--- src/rtl/clb_pkg.sv ---
package clb_pkg;
   localparam int OPT_W          = 5;
   localparam int OPT_SKIP_COND  = 4;
   localparam int OPT_COND_WANT  = 3;
   localparam int OPT_SKIP_COUNT = 2;
   localparam int OPT_ZERO_POL   = 1;

   typedef struct packed {
      logic skip_cond;
      logic cond_want;
      logic skip_count;
      logic zero_pol;
   } opt_t;
endpackage

--- src/rtl/clb_opt_decode.sv ---
module clb_opt_decode
   import clb_pkg::*;
(
   input  logic [OPT_W-1:0] opt_i,
   output opt_t             dec_o
);
   logic ignored_unused;
   assign ignored_unused = opt_i[0];

   always_comb begin
      dec_o.skip_cond  = opt_i[OPT_SKIP_COND];
      dec_o.cond_want  = opt_i[OPT_COND_WANT];
      dec_o.skip_count = opt_i[OPT_SKIP_COUNT];
      dec_o.zero_pol   = opt_i[OPT_ZERO_POL];
   end
endmodule

--- src/rtl/clb_count_eval.sv ---
module clb_count_eval #(
   parameter int COUNT_W  = 64,
   parameter int NARROW_W = 32
) (
   input  logic [COUNT_W-1:0] count_i,
   input  logic               wide_i,
   input  logic               skip_i,
   input  logic               zero_pol_i,
   output logic [COUNT_W-1:0] count_o,
   output logic               pass_o
);
   localparam logic [COUNT_W-1:0] ONE = COUNT_W'(1);

   logic nonzero;

   if (NARROW_W > COUNT_W || NARROW_W < 1) begin : g_bad_width
      $error("clb_count_eval: NARROW_W must be within 1..COUNT_W");
   end

   assign count_o = skip_i ? count_i : (count_i - ONE);

   if (NARROW_W == COUNT_W) begin : g_single_width
      logic mode_unused;
      assign mode_unused = wide_i;
      assign nonzero     = |count_o;
   end else begin : g_dual_width
      logic nz_full, nz_low;
      assign nz_full = |count_o;
      assign nz_low  = |count_o[NARROW_W-1:0];
      assign nonzero = wide_i ? nz_full : nz_low;
   end

   assign pass_o = skip_i | (nonzero ^ zero_pol_i);
endmodule

--- src/rtl/clb_cond_eval.sv ---
module clb_cond_eval #(
   parameter int COND_W    = 32,
   parameter bit MSB_FIRST = 1'b1,
   localparam int SEL_W    = $clog2(COND_W)
) (
   input  logic [COND_W-1:0] cond_i,
   input  logic [SEL_W-1:0]  sel_i,
   input  logic              skip_i,
   input  logic              want_i,
   output logic              pass_o
);
   localparam logic [SEL_W-1:0] TOP = SEL_W'(COND_W - 1);

   logic [SEL_W-1:0] idx;
   logic             picked;

   if ((1 << SEL_W) != COND_W) begin : g_bad_width
      $error("clb_cond_eval: COND_W must be a power of two");
   end

   if (MSB_FIRST) begin : g_msb_first
      assign idx = TOP - sel_i;
   end else begin : g_lsb_first
      assign idx = sel_i;
   end

   assign picked = cond_i[idx];
   assign pass_o = skip_i | (picked == want_i);
endmodule

--- src/rtl/clb_target.sv ---
module clb_target #(
   parameter int ADDR_W     = 64,
   parameter int STEP       = 4,
   parameter int ALIGN_BITS = 2
) (
   input  logic              taken_i,
   input  logic              link_en_i,
   input  logic [ADDR_W-1:0] pc_i,
   input  logic [ADDR_W-1:0] link_i,
   output logic [ADDR_W-1:0] next_pc_o,
   output logic [ADDR_W-1:0] link_o
);
   localparam logic [ADDR_W-1:0] STEP_V = ADDR_W'(STEP);

   logic [ADDR_W-1:0] seq_pc;
   logic [ADDR_W-1:0] dest;

   if (ALIGN_BITS < 1 || ALIGN_BITS >= ADDR_W) begin : g_bad_align
      $error("clb_target: ALIGN_BITS out of range");
   end

   assign seq_pc    = pc_i + STEP_V;
   assign dest      = {link_i[ADDR_W-1:ALIGN_BITS], {ALIGN_BITS{1'b0}}};
   assign next_pc_o = taken_i ? dest : seq_pc;
   assign link_o    = link_en_i ? seq_pc : link_i;
endmodule

--- src/rtl/cond_link_branch.sv ---
module cond_link_branch
   import clb_pkg::*;
#(
   parameter int ADDR_W   = 64,
   parameter int NARROW_W = 32,
   parameter int COND_W   = 32,
   parameter int STEP     = 4,
   parameter int HINT_W   = 2,
   localparam int SEL_W   = $clog2(COND_W)
) (
   input  logic              clk,
   input  logic              rst_n,
   input  logic              start_i,
   input  logic [OPT_W-1:0]  opt_i,
   input  logic [SEL_W-1:0]  csel_i,
   input  logic [HINT_W-1:0] hint_i,
   input  logic              link_en_i,
   input  logic              wide_mode_i,
   input  logic [ADDR_W-1:0] pc_i,
   input  logic [ADDR_W-1:0] count_i,
   input  logic [ADDR_W-1:0] link_i,
   input  logic [COND_W-1:0] cond_reg_i,
   output logic              done_o,
   output logic              taken_o,
   output logic [ADDR_W-1:0] next_pc_o,
   output logic [ADDR_W-1:0] count_o,
   output logic [ADDR_W-1:0] link_o
);
   localparam logic [ADDR_W-1:0] STEP_V = ADDR_W'(STEP);

   opt_t              dec;
   logic [ADDR_W-1:0] count_nx, next_pc_nx, link_nx;
   logic              count_pass, cond_pass, taken_nx;
   logic              hint_unused;

   assign hint_unused = ^hint_i;

   clb_opt_decode u_dec (
      .opt_i (opt_i),
      .dec_o (dec)
   );

   clb_count_eval #(.COUNT_W(ADDR_W), .NARROW_W(NARROW_W)) u_count (
      .count_i    (count_i),
      .wide_i     (wide_mode_i),
      .skip_i     (dec.skip_count),
      .zero_pol_i (dec.zero_pol),
      .count_o    (count_nx),
      .pass_o     (count_pass)
   );

   clb_cond_eval #(.COND_W(COND_W), .MSB_FIRST(1'b1)) u_cond (
      .cond_i (cond_reg_i),
      .sel_i  (csel_i),
      .skip_i (dec.skip_cond),
      .want_i (dec.cond_want),
      .pass_o (cond_pass)
   );

   assign taken_nx = count_pass & cond_pass;

   clb_target #(.ADDR_W(ADDR_W), .STEP(STEP), .ALIGN_BITS(2)) u_tgt (
      .taken_i   (taken_nx),
      .link_en_i (link_en_i),
      .pc_i      (pc_i),
      .link_i    (link_i),
      .next_pc_o (next_pc_nx),
      .link_o    (link_nx)
   );

   always_ff @(posedge clk or negedge rst_n) begin
      if (!rst_n) begin
         done_o    <= 1'b0;
         taken_o   <= 1'b0;
         next_pc_o <= '0;
         count_o   <= '0;
         link_o    <= '0;
      end else begin
         done_o <= start_i;
         if (start_i) begin
            taken_o   <= taken_nx;
            next_pc_o <= next_pc_nx;
            count_o   <= count_nx;
            link_o    <= link_nx;
         end
      end
   end

   // done follows the strobe by one cycle; results hold when idle
   assert_done_follows_R2: assert property (@(posedge clk) disable iff (!rst_n)
      start_i |=> done_o);
   assert_no_spurious_done_R2: assert property (@(posedge clk) disable iff (!rst_n)
      !start_i |=> !done_o);
   assert_hold_when_idle_R2: assert property (@(posedge clk) disable iff (!rst_n)
      !start_i |=> ($stable(count_o) && $stable(link_o) && $stable(next_pc_o) && $stable(taken_o)));

   // counter step or hold
   assert_count_step_R3: assert property (@(posedge clk) disable iff (!rst_n)
      (start_i && !opt_i[OPT_SKIP_COUNT]) |=> count_o == $past(count_i) - STEP_V / STEP_V);
   assert_count_hold_R3: assert property (@(posedge clk) disable iff (!rst_n)
      (start_i && opt_i[OPT_SKIP_COUNT]) |=> count_o == $past(count_i));

   // a taken branch lands on a word-aligned address from the old link
   assert_target_aligned_R7: assert property (@(posedge clk) disable iff (!rst_n)
      (done_o && taken_o) |-> next_pc_o[1:0] == 2'b00);

   // not taken means fall through
   assert_fallthrough_R8: assert property (@(posedge clk) disable iff (!rst_n)
      start_i |=> (taken_o || next_pc_o == $past(pc_i) + STEP_V));

   // link update independent of branch outcome
   assert_link_write_R9: assert property (@(posedge clk) disable iff (!rst_n)
      (start_i && link_en_i) |=> link_o == $past(pc_i) + STEP_V);
   assert_link_keep_R9: assert property (@(posedge clk) disable iff (!rst_n)
      (start_i && !link_en_i) |=> link_o == $past(link_i));
endmodule

--- config.mk ---
export PLATFORM = sky130hd
export DESIGN_NAME = cond_link_branch
export DESIGN_NICKNAME = d
export VERILOG_FILES = /design/src/rtl/clb_pkg.sv /design/src/rtl/clb_opt_decode.sv /design/src/rtl/clb_count_eval.sv /design/src/rtl/clb_cond_eval.sv /design/src/rtl/clb_target.sv /design/src/rtl/cond_link_branch.sv
export SDC_FILE = /design/constraint.sdc
export NUM_CORES = 1
export LEC_CHECK = 0
export BUFFER_PORTS_ARGS = -buffer_cell sky130_fd_sc_hd__buf_2
export CORE_UTILIZATION = 30
export CTS_CLUSTER_DIAMETER = 200
export DETAILED_ROUTE_END_ITERATION = 7
export SLEW_MARGIN = 10
export SYNTH_ARGS = -nofsm -noshare
export SYNTH_HDL_FRONTEND = slang
export SYNTH_SLANG_ARGS = --single-unit
--- constraint.sdc ---
create_clock -name clk -period 1.6 [get_ports clk]
set_input_delay 0.08 -clock clk [delete_from_list [all_inputs] [get_ports clk]]
set_output_delay 0.08 -clock clk [all_outputs]
set_load 0.03 [all_outputs]
==> summary.md, run 1 <==
| Metric | Value |
|---|---|
| Status | finished with violations |
| Failing checks | negative setup slack |
| CP Capture Type | flop |
| Final wirelength | 50,940 µm |
| First-pass GRT wire length | 76,070 µm |
| PwrDens | 813.7 nW/µm² |
| Final setup fails | 124 |
| IO Count | 435 |
| IO buf count | 431 |
| Initial antenna violation count | 6 |
| Reg2reg start | count_o[24] |
| Cells after Synth | 1,328 |
| NumNets Final | 2,268 |
| Via count | 13,550 |
| Hold Startpoint | link_i[13] |
| Sequential area share after synthesis | 40.44% |
| Pin count of the biggest net entering global routing | 108 |
| DR WL/cell | 19.89 µm |
| Commonest non-fill, non-tap cells in the layout | buf_2 (413), buf_4 (280), nor2_1 (223) |
| Least-Margin Pin Slew | 0.5828 ns |
| CP Max Fanout | 15 |
| Worst VDD drop | 0.0007266 V |
| PnR worst setup slack | -1.830 ns |
| Drt via density | 5.292 |
| Kind of critical path | in2reg |
| Reg area | 4855 µm² |
| Pre-Repair DR Iteration Count | 8 |
| Syn Nets | 1,571 |
| R2r worst-path depth | 2 |
| Placed Area | 17,320 µm² |
| Clock latency on the worst-skew pair | 0.45 ns |
| Min Clock Period, post-route | 3.430 ns |
| Reg2Reg Setup Slack | 0.68 ns |
| Hold path cells | 4 |
| Top_reg_cell synth | dfrtp_1 |
| RSZ-0062 raised after global routing | true |
| Worst-path clk slew | 0.08 ns |
| Finished Cell Area | 19,950 µm² |
| Synth area leaders | dfrtp_1 (40%), nor2_1 (7.5%), xor2_1 (4.5%) |
| Slew Viols, Final | 0 |
| Clock skew | 0 ns |
| P_leak | 8.880 nW |
| Initial Util | 30.71% |
| Ys async rst share | 100.0% |
| Utilization after layout | 51.02% |
| Layout filler cell count | 3,604 |
| Largest area contributor in the netlist | dfrtp_1 |
| EDFF count, synth | 0 |
| H-tree depth | 4 |
| Hold Vio Cnt, Final | 0 |
| R2R Path End | count_o[24] |
| Gp weighted congestion | 0.9109 |
| # rows | 72 |
| Final HPWL DP | 37,700 µm |
| Type of the worst min-delay path | in2reg |
| Die span in x | 202.0 µm |
| Clock Sinks | 194 |
| Core area | 39,100 µm² |
| Min-Delay Endpoint | link_o[13] |
| P&R area growth vs syn | 66.15% |
| Count of different cell masters after synthesis | 67 |
| TritonCTS Buffers | 17 |
| Tcrit/Tclk final | 214.4% |
| Clk buf depth | 2 |
| Syn Std Cell Area | 12,010 µm² |
| Total gr overflow | 0 |
| Total Routing Usage GR | 24.03% |
| Worst endpoint required time | 2.00 ns |
| Max cap viols | 0 |
| Seq cells post-synth | 194 |
| Iteration-0 DRC Markers | 740 |
| Die height | 202.0 µm |
| Yosys top cell area share | 40.44% |
| Commonest non-fill, non-tap cell in the layout | buf_2 |
| DRC Markers | 0 |
| Root buffer cell | clkbuf_16 |
| Maximum clock rate | 291.5 MHz |
| Ratio of cells with drive above 1 in the final layout | 52.97% |
| Footprint of the multi-input gates | 8273 µm² |
| YS warnings | 0 |
| DRT antenna net count | 0 |
| Setup crit start kind | input pin |
| Slew headroom | 61.15% |
| TritonCTS clock tree | yes |
| Vias in the first global route | 13,410 |
| Die area | 40,820 µm² |
| CP Data Arrival Time | 3.83 ns |
| Synthesized area per cell | 9.040 µm² |
==> layout make-up <==
class | instances | share of cell area (%)
Clock inverter | 14 | 1.129
Clock buffer | 17 | 2.133
Tap cell | 518 | 3.249
Timing Repair Buffer | 785 | 27.32
Multi-Input combinational cell | 1014 | 41.48
Sequential cell | 194 | 24.34
Antenna cell | 6 | 0.07527
Inverter | 13 | 0.2823
==> synthesized netlist by cell type (3+ instances only) <==
cell,count
a211oi_1,28
a21boi_0,3
a21o_1,29
a21oi_1,84
a22o_1,56
a31oi_1,62
and2_1,3
and3_1,10
and4_1,9
buf_1,5
buf_2,12
buf_6,4
clkbuf_1,84
dfrtp_1,194
inv_1,12
mux2_2,40
mux2i_1,4
mux4_2,10
nand2_1,35
nand3_1,33
nand4_1,31
nand4b_1,4
nor2_1,239
nor2b_1,3
nor3_1,35
nor3b_1,3
nor4_1,32
nor4b_1,4
o21ai_0,7
o2bb2ai_1,7
o31a_1,9
o31ai_1,58
o41ai_1,7
or2_2,6
or3_1,7
or4_1,9
or4_4,3
xnor2_1,52
xor2_1,62
==> layer usage <==
layer	vias up	part of all wire, %	track usage (%)
met1	6617	41	30.01
met3	78	6.8	5.047
li1	6298	-	-
met4	2	2.7	7.955
met5	-	0.026	0
met2	558	50	41.04
==> logic make-up after synthesis <==
family / after synthesis / synth area share (%)
compound gates: 363 / 21.15
mux: 54 / 5.961
buf+inv: 120 / 4.190
simple gates: 481 / 19.74
xor+xnor: 114 / 8.317
fa+ha+maj: 2 / 0.2084
flops: 194 / 40.44
==> worst max-delay path, stage by stage <==
cell     delay [ns]
buf_6          0.09
or4_4          0.53
or4_4          0.58
or3_4          0.40
or4_4          0.50
xor2_2         0.18
nand4_2        0.12
nor4_4         0.21
buf_4          0.19
buf_6          0.12
a21oi_4        0.06
buf_12         0.16
buf_12         0.16
o31ai_2        0.25
a22o_1         0.18
==> worst max-delay path by stage <==
stage | start | endpoint | slack, ns
2_1_floorplan | count_i[20] | next_pc_o[4] | -2.03
3_3_place_gp | count_i[20] | next_pc_o[42] | -2.40
3_5_place_dp | count_i[20] | next_pc_o[43] | -2.42
4_1_cts | count_i[21] | next_pc_o[47] | -1.77
5_1_grt | count_i[20] | next_pc_o[49] | -1.89
6_report | count_i[20] | next_pc_o[49] | -1.83
==> metrics by stage <==
stage / power, mW / worst slack [ns] / instances / hold slack (ns) / TNS, ns
2_1_floorplan: 8.665 / -2.034 / 1328 / -0.2156 / -158.60
3_3_place_gp: 10.87 / -2.403 / 2480 / 0.08150 / -214.92
3_5_place_dp: 10.94 / -2.425 / 2480 / 0.08667 / -216.17
4_1_cts: 16.12 / -1.773 / 2532 / 0.004305 / -128.00
5_1_grt: 16.90 / -1.893 / 2560 / 0.02572 / -140.33
6_report: 16.23 / -1.830 / 2561 / 0.02452 / -131.93
==> state kept, by name, summed over array words and instances, names as in the netlist <==
| signal | count |
|---|---|
| count_o | 64 |
| done_o | 1 |
| link_o | 64 |
| next_pc_o | 64 |
| taken_o | 1 |
==> what timing repair did <==
action,in CTS,in global routing
resized for setup,97,189
hold endpoints to repair,152,0
gates cloned,1,2
setup buffers,3,25
hold buffers,17,0
pin swaps,27,68
endpoints found under the setup margin,131,143
==> report_power, final <==
group          internal [mW]  switching (mW)  leakage [nW]
registers               5.49           0.398          2.25
logic                   2.11            3.25          6.31
clock network           2.80            2.18         0.318
total                   10.4            5.83          8.88
Power figures use the tool's default switching activity.
==> run 2, diff against run 1 <==
--- a/config.mk
+++ b/config.mk
@@ -6,9 +6,11 @@
 export NUM_CORES = 1
 export LEC_CHECK = 0
 export BUFFER_PORTS_ARGS = -buffer_cell sky130_fd_sc_hd__buf_2
-export CORE_UTILIZATION = 30
+export CORE_AREA = 2 2 171 173
 export CTS_CLUSTER_DIAMETER = 200
 export DETAILED_ROUTE_END_ITERATION = 7
+export DIE_AREA = 0 0 173 175
+export PLACE_DENSITY = 0.7
 export SLEW_MARGIN = 10
 export SYNTH_ARGS = -nofsm -noshare
 export SYNTH_HDL_FRONTEND = slang
==> constraint.sdc (replaced) <==
create_clock -name clk -period 3.77 [get_ports clk]
set_input_delay 0.1885 -clock clk [delete_from_list [all_inputs] [get_ports clk]]
set_output_delay 0.1885 -clock clk [all_outputs]
set_load 0.03 [all_outputs]
==> run 2 against run 1 <==
The flow now finishes without violations; sequential cell count stayed put; wire length down 14%; clock skew stayed put; sequential power decreased by 58%; cell area down 20%; power down 61%; sequential share of layout area grew 6.1 points; critical endpoint is now next_pc_o[8]; register-to-register slack better by 2.1 ns; critical path type unchanged; utilization grew 5.2 points.
==> summary.md, run 2 (synthesized netlist as in run 1, its figures left out) <==
| Metric | Value |
|---|---|
| Status | completed |
| Pin count of the biggest net entering global routing | 156 (+44%) |
| Pre-Repair DR Iteration Count | 5 (-3) |
| Min Clock Period, post-route | 3.619 ns |
| Initial antenna violation count | 7 (+1) |
| Max cap viols | 0 (unchanged) |
| Clock skew | 0 ns (unchanged) |
| Gp weighted congestion | 0.9231 (+1.3%) |
| Commonest non-fill, non-tap cell in the layout | buf_2 |
| Setup Buffers After CTS | 0 (-3) |
| IO buf count | 431 (unchanged) |
| IO Count | 435 (unchanged) |
| H-tree depth | 4 (unchanged) |
| Worst VDD drop | 0.0002405 V (-67%) |
| First-pass GRT wire length | 69,230 µm (-9.0%) |
| Final wirelength | 43,960 µm (-14%) |
| Tcrit/Tclk final | 95.99% |
| Worst hold slack | 0.02024 ns (-0.004279 ns) |
| Registers with the most flip-flops | count_o x64, link_o x64, next_pc_o x64 |
| Clock latency on the worst-skew pair | 0.44 ns (about the same) |
| Total gr overflow | 0 (unchanged) |
| Die area | 30,280 µm² (-26%) |
| Initial Util | 42.28% (+12 points) |
| NumNets Final | 2,038 (-10%) |
| CP bufs+invs | 3 (-2) |
| P_leak | 7.090 nW (-20%) |
| PwrDens | 391.7 nW/µm² (-52%) |
| Inst Count DP | 2,157 (-13%) |
| Iteration-0 DRC Markers | 1,031 (+39%) |
| P&R area growth vs syn | 32.99% |
| Final TNS setup | 0 ns (+131.93 ns) |
| Via count | 12,690 (-6.4%) |
| Die height | 175 µm (-13%) |
| # rows | 62 (-14%) |
| CP max stage cell | or4_1 |
| CP Max Fanout | 34 (+19) |
| Placed Area | 15,330 µm² (-11%) |
| Cells along the critical path | buf_2, or4_1, or4_4, or3_1, or4_1, xor2_1, nand4_2, nor4_4, buf_4, a21o_2, buf_12, a31oi_1, a22o_1 |
| TritonCTS Buffers | 17 (unchanged) |
| Drt via density | 5.774 (+9.1%) |
| Setup crit start kind | input pin |
| Commonest non-fill, non-tap cells in the layout | buf_2 (428), nor2_1 (238), dfrtp_1 (194) |
| Clock Sinks | 194 (unchanged) |
| Core area | 28,390 µm² (-27%) |
| Least-Margin Pin Slew | 1.204 ns (+0.6214 ns) |
| Type of the worst min-delay path | in2reg |
| Slew headroom | 19.72% (-41 points) |
| Utilization after layout | 56.23% (+5.2 points) |
| Worst-path clk slew | 0.08 ns (about the same) |
| Final HPWL DP | 32,990 µm (-12%) |
| Total Routing Usage GR | 28.70% (+4.7 points) |
| Clk buf depth | 2 (unchanged) |
| CP Capture Type | flop |
| Worst stage delay on the critical path | 0.57 ns (about the same) |
| Maximum clock rate | 276.3 MHz |
| DR WL/cell | 20.00 µm (+0.55%) |
| PnR worst setup slack | 0.1510 ns (+1.981 ns) |
| Critical Path Most Common Cell | or4_1 |
| TritonCTS clock tree | yes |
| Reg2Reg Setup Slack | 2.82 ns (+2.14 ns) |
| Setup Slack @ Placement | -0.3708 ns (+2.054 ns) |
| Ratio of cells with drive above 1 in the final layout | 36.89% (-16 points) |
| CP Data Arrival Time | 3.95 ns (+0.12 ns) |
| Worst endpoint required time | 4.10 ns (+2.10 ns) |
| RSZ-0062 raised after global routing | false |
| Final setup fails | 0 (-100%) |
| Slew Viols, Final | 0 (unchanged) |
| Vias in the first global route | 12,560 (-6.3%) |
| DRC Markers | 0 (unchanged) |
| Die span in x | 173 µm (-14%) |
| Root buffer cell | clkbuf_16 |
| Finished Cell Area | 15,970 µm² (-20%) |
| Hold Vio Cnt, Final | 0 (unchanged) |
| Worst path top cell family by delay | simple AND/OR/NAND/NOR gates |
| Kind of critical path | in2reg |
| DRT antenna net count | 0 (unchanged) |
| Power Total | 6.253 mW (-61%) |
| Non-Filler Instances | 2,198 (-14%) |
==> run 2: cell types whose count changed in the layout (fill, tap and decap cells not counted), moves of 15 or more <==
| cell | previous run | this run |
|---|---|---|
| xnor2_1 | 34 | 52 |
| buf_6 | 42 | 1 |
| o31ai_2 | 28 | 0 |
| buf_2 | 413 | 428 |
| xnor2_2 | 15 | 0 |
| xor2_2 | 25 | 0 |
| xor2_1 | 32 | 62 |
| buf_4 | 280 | 110 |
| o31ai_1 | 29 | 58 |
| nor2_1 | 223 | 238 |
==> run 2: worst register-to-register path, stage by stage (launching register included) <==
cell	delay, ns
dfrtp_1	0.45
or2_2	0.30
o31a_1	0.10
==> run 2: path summary, 6_finish.rpt <==
kind,endpoint,depth (start not counted),startpoint
worst min-delay path,done_o,1,start_i
worst max-delay path,next_pc_o[8],13,count_i[17]
worst min register to register,link_o[58],1,link_o[58]
max in group asynchronous,count_o[48],3,rst_n
min in group asynchronous,link_o[19],2,rst_n
worst max register to register,count_o[24],2,count_o[24]
==> run 2: final cells by class <==
type / count / area (µm²)
antenna: 6 / 15.01
clock buffer: 19 / 452.9
fill: 2612 / 12430
timing repair buffer: 555 / 3263
sequential: 194 / 4855
multi-input combinational: 1014 / 6729
clock inverter: 13 / 116.4
tap: 384 / 480.5
inverter: 13 / 53.80
==> run 2: timing repair <==
item / 4_1_cts / 5_1_grt
hold endpoints to repair: 84 / 0
endpoints found under the setup margin: 0 / 65
hold buffers: 3 / 0
resized for setup: 0 / 3
==> run 2: power by group <==
| part | total (mW) | leakage, nW | internal, mW | switching, mW |
|---|---|---|---|---|
| clock network | 1.83 | 0.275 | 0.907 | 0.919 |
| logic | 1.95 | 4.56 | 0.682 | 1.27 |
| registers | 2.48 | 2.25 | 2.33 | 0.150 |
==> run 2: routing by layer <==
layer | up-vias | part of all wire (%) | global-route usage (%)
met2 | 591 | 48 | 49.00
met1 | 6121 | 40 | 34.88
met4 | 2 | 3.6 | 12.04
met3 | 96 | 7.6 | 6.658
li1 | 5882 | - | -
met5 | - | 0.027 | 0
==> run 3, diff against run 2 <==
--- a/config.mk
+++ b/config.mk
@@ -6,11 +6,13 @@
 export NUM_CORES = 1
 export LEC_CHECK = 0
 export BUFFER_PORTS_ARGS = -buffer_cell sky130_fd_sc_hd__buf_2
-export CORE_AREA = 2 2 171 173
+export CAP_MARGIN = 20
+export CORE_AREA = 3 3 167 169
 export CTS_CLUSTER_DIAMETER = 200
 export DETAILED_ROUTE_END_ITERATION = 7
-export DIE_AREA = 0 0 173 175
-export PLACE_DENSITY = 0.7
+export DIE_AREA = 0 0 170 172
+export PLACE_DENSITY = 0.73
+export SKIP_LAST_GASP = 1
 export SLEW_MARGIN = 10
 export SYNTH_ARGS = -nofsm -noshare
 export SYNTH_HDL_FRONTEND = slang
==> run 3 against run 2 <==
Global-route usage increased by 0.46 points; final cell count decreased by 1.8%; sequential cell count unchanged; via count about the same; utilization increased by 3.3 points; sequential share of layout area increased by 0.10 points; highest routed layer unchanged; combinational power about the same; critical path depth increased by 1; die area decreased by 3.4%.
==> summary.md, run 3 (synthesized netlist as in run 1, its figures left out) <==
| Metric | Value |
|---|---|
| Total gr overflow | 0 (unchanged) |
| Commonest non-fill, non-tap cells in the layout | buf_2 (428), nor2_1 (238), dfrtp_1 (194) |
| RSZ-0062 raised after global routing | false |
| Worst-path clk slew | 0.08 ns (about the same) |
| Clock skew | 0 ns (unchanged) |
| IO buf count | 431 (unchanged) |
| Min Clock Period, post-route | 3.578 ns (-0.04094 ns) |
| Clock Sinks | 194 (unchanged) |
| Status | completed |
| IO Count | 435 (unchanged) |
| R2r worst-path depth | 2 (unchanged) |
| Pre-Repair DR Iteration Count | 7 (+2) |
| Finished Cell Area | 15,910 µm² (-0.34%) |
| Layout filler cell count | 2,349 (-10%) |
| Footprint of the multi-input gates | 6748 µm² (+0.28%) |
| DRC Markers | 0 (unchanged) |
| DRT antenna net count | 0 (unchanged) |
| Die span in x | 170 µm (-1.7%) |
| CP Capture Type | flop |
| CP Max Fanout | 33 (-2.9%) |
| Initial Util | 44.92% (+2.6 points) |
| Root buffer cell | clkbuf_16 |
| Least-Margin Pin Slew | 1.047 ns (-0.1576 ns) |
| Pin count of the biggest net entering global routing | 123 (-21%) |
| Clk buf depth | 2 (unchanged) |
| H-tree depth | 4 (unchanged) |
| PwrDens | 392.9 nW/µm² (+0.31%) |
| Gp weighted congestion | 0.9652 (+4.6%) |
| Iteration-0 DRC Markers | 932 (-9.6%) |
| Slew headroom | 30.23% (+11 points) |
| TritonCTS Buffers | 17 (unchanged) |
| Hold Startpoint | pc_i[1] |
| Hold Vio Cnt, Final | 0 (unchanged) |
| R2R Path End | count_o[24] |
| Slew Viols, Final | 0 (unchanged) |
| Ratio of cells with drive above 1 in the final layout | 36.98% (+0.090 points) |
| Final TNS setup | 0 ns (unchanged) |
| Reg area | 4855 µm² (unchanged) |
| Hold path cells | 3 (+2) |
| Worst endpoint required time | 4.09 ns (about the same) |
| Initial antenna violation count | 10 (+3) |
| Drt via density | 5.879 (+1.8%) |
| Final wirelength | 44,370 µm (+0.93%) |
| Placed Area | 15,260 µm² (-0.50%) |
| Core area | 26,730 µm² (-5.9%) |
| Clock latency on the worst-skew pair | 0.43 ns (about the same) |
| Vias in the first global route | 12,300 (-2.1%) |
| Type of the worst min-delay path | in2reg |
| Cells along the critical path | buf_2, buf_4, nor4_1, nand3_1, o31a_1, nor4_1, nand4_1, nor4_2, buf_4, mux2_2, a41o_2, buf_12, o41ai_2, o2bb2ai_1 |
| # rows | 60 (-3.2%) |
| P_leak | 7.096 nW (about the same) |
| DR WL/cell | 20.55 µm (+2.8%) |
| CP Data Arrival Time | 3.90 ns (-0.05 ns) |
| Power Total | 6.251 mW (about the same) |
| Total Routing Usage GR | 29.16% (+0.46 points) |
| Maximum clock rate | 279.5 MHz (+1.1%) |
| P&R area growth vs syn | 32.54% |
| Final HPWL DP | 33,020 µm (about the same) |
| Reg2Reg Setup Slack | 2.90 ns (+0.08 ns) |
| Kind of critical path | in2reg |
| Worst VDD drop | 0.0002697 V (+12%) |
| Die height | 172 µm (-1.7%) |
| CP max stage cell | nor4_1 |
| Commonest non-fill, non-tap cell in the layout | buf_2 |
| TritonCTS clock tree | yes |
| Registers with the most flip-flops | count_o x64, link_o x64, next_pc_o x64 |
| Max cap viols | 0 (unchanged) |
| First-pass GRT wire length | 68,040 µm (-1.7%) |
| Setup crit start kind | input pin |
| NumNets Final | 2,039 (+0.049%) |
| Min-Delay Endpoint | next_pc_o[1] |
| Reg2reg start | count_o[24] |
| Crit path from | count_i[16] |
| Die area | 29,240 µm² (-3.4%) |
| Worst stage delay on the critical path | 0.48 ns (-0.09 ns) |
| Final setup fails | 0 (unchanged) |
| Tcrit/Tclk final | 94.91% (-1.1 points) |
| Via count | 12,690 (+0.0079%) |
run 3: timing repair:
item                       CTS  global route
hold buffers                 2             0
gates resized for setup      1             6
gates cloned                 0             0
setup buffers                0             0
hold endpoints to repair   120             0
setup endpoints to repair    1            65
pin swaps                    0             1
run 3: worst max path at each step:
stage	end	slack (ns)	depth (start not counted)
floorplan	next_pc_o[3]	0.02	13
global placement	next_pc_o[2]	-0.49	14
detailed placement	next_pc_o[2]	-0.54	12
CTS	next_pc_o[40]	0.02	13
global route	next_pc_o[3]	0.02	13
finish	next_pc_o[18]	0.19	14
run 3: worst max-delay path: cells and delay by family:
kind / cells / cell delay [ns]
AOI/OAI and AO/OA: 4 / 1.09
buffers and inverters: 4 / 0.61
and+or+nand+nor: 5 / 1.62
muxes: 1 / 0.36
run 3: final cells by class:
class | count | area share (%)
inverter | 13 | 0.3381
clock buffer | 18 | 2.697
multi-input combinational | 1014 | 42.41
tap | 341 | 2.681
sequential | 194 | 30.51
timing repair buffer | 556 | 20.33
antenna | 9 | 0.1415
clock inverter | 14 | 0.8964
run 3: routing by layer:
layer	global-route usage [%]	share of wire, %	routed length, µm	vias to the layer above
met4	11.68	3.7	1620	8
met1	36.79	40	17810	6121
met3	6.333	8.1	3582	102
met5	0	0.11	49	-
met2	49.06	48	21310	594
li1	-	-	-	5868
run 3: metrics by stage:
stage / setup slack [ns] / hold slack (ns) / std cells / util, %
after global routing: 0.02432 / 0.01363 / 2156 / 59.51
after global placement: -0.4925 / 0.4178 / 2116 / 57.09
final: 0.1919 / 0.01994 / 2159 / 59.54
after CTS: 0.01926 / 0.0007062 / 2150 / 59.33
after detailed placement: -0.5433 / 0.4188 / 2116 / 57.09
after floorplan: 0.01801 / -0.1071 / 1328 / -
run 3: where the power goes:
group / total, mW / switching, mW / internal [mW] / leakage [nW]
Combinational: 1.94 / 1.26 / 0.680 / 4.56
Sequential: 2.48 / 0.153 / 2.33 / 2.25
Clock: 1.83 / 0.941 / 0.885 / 0.282
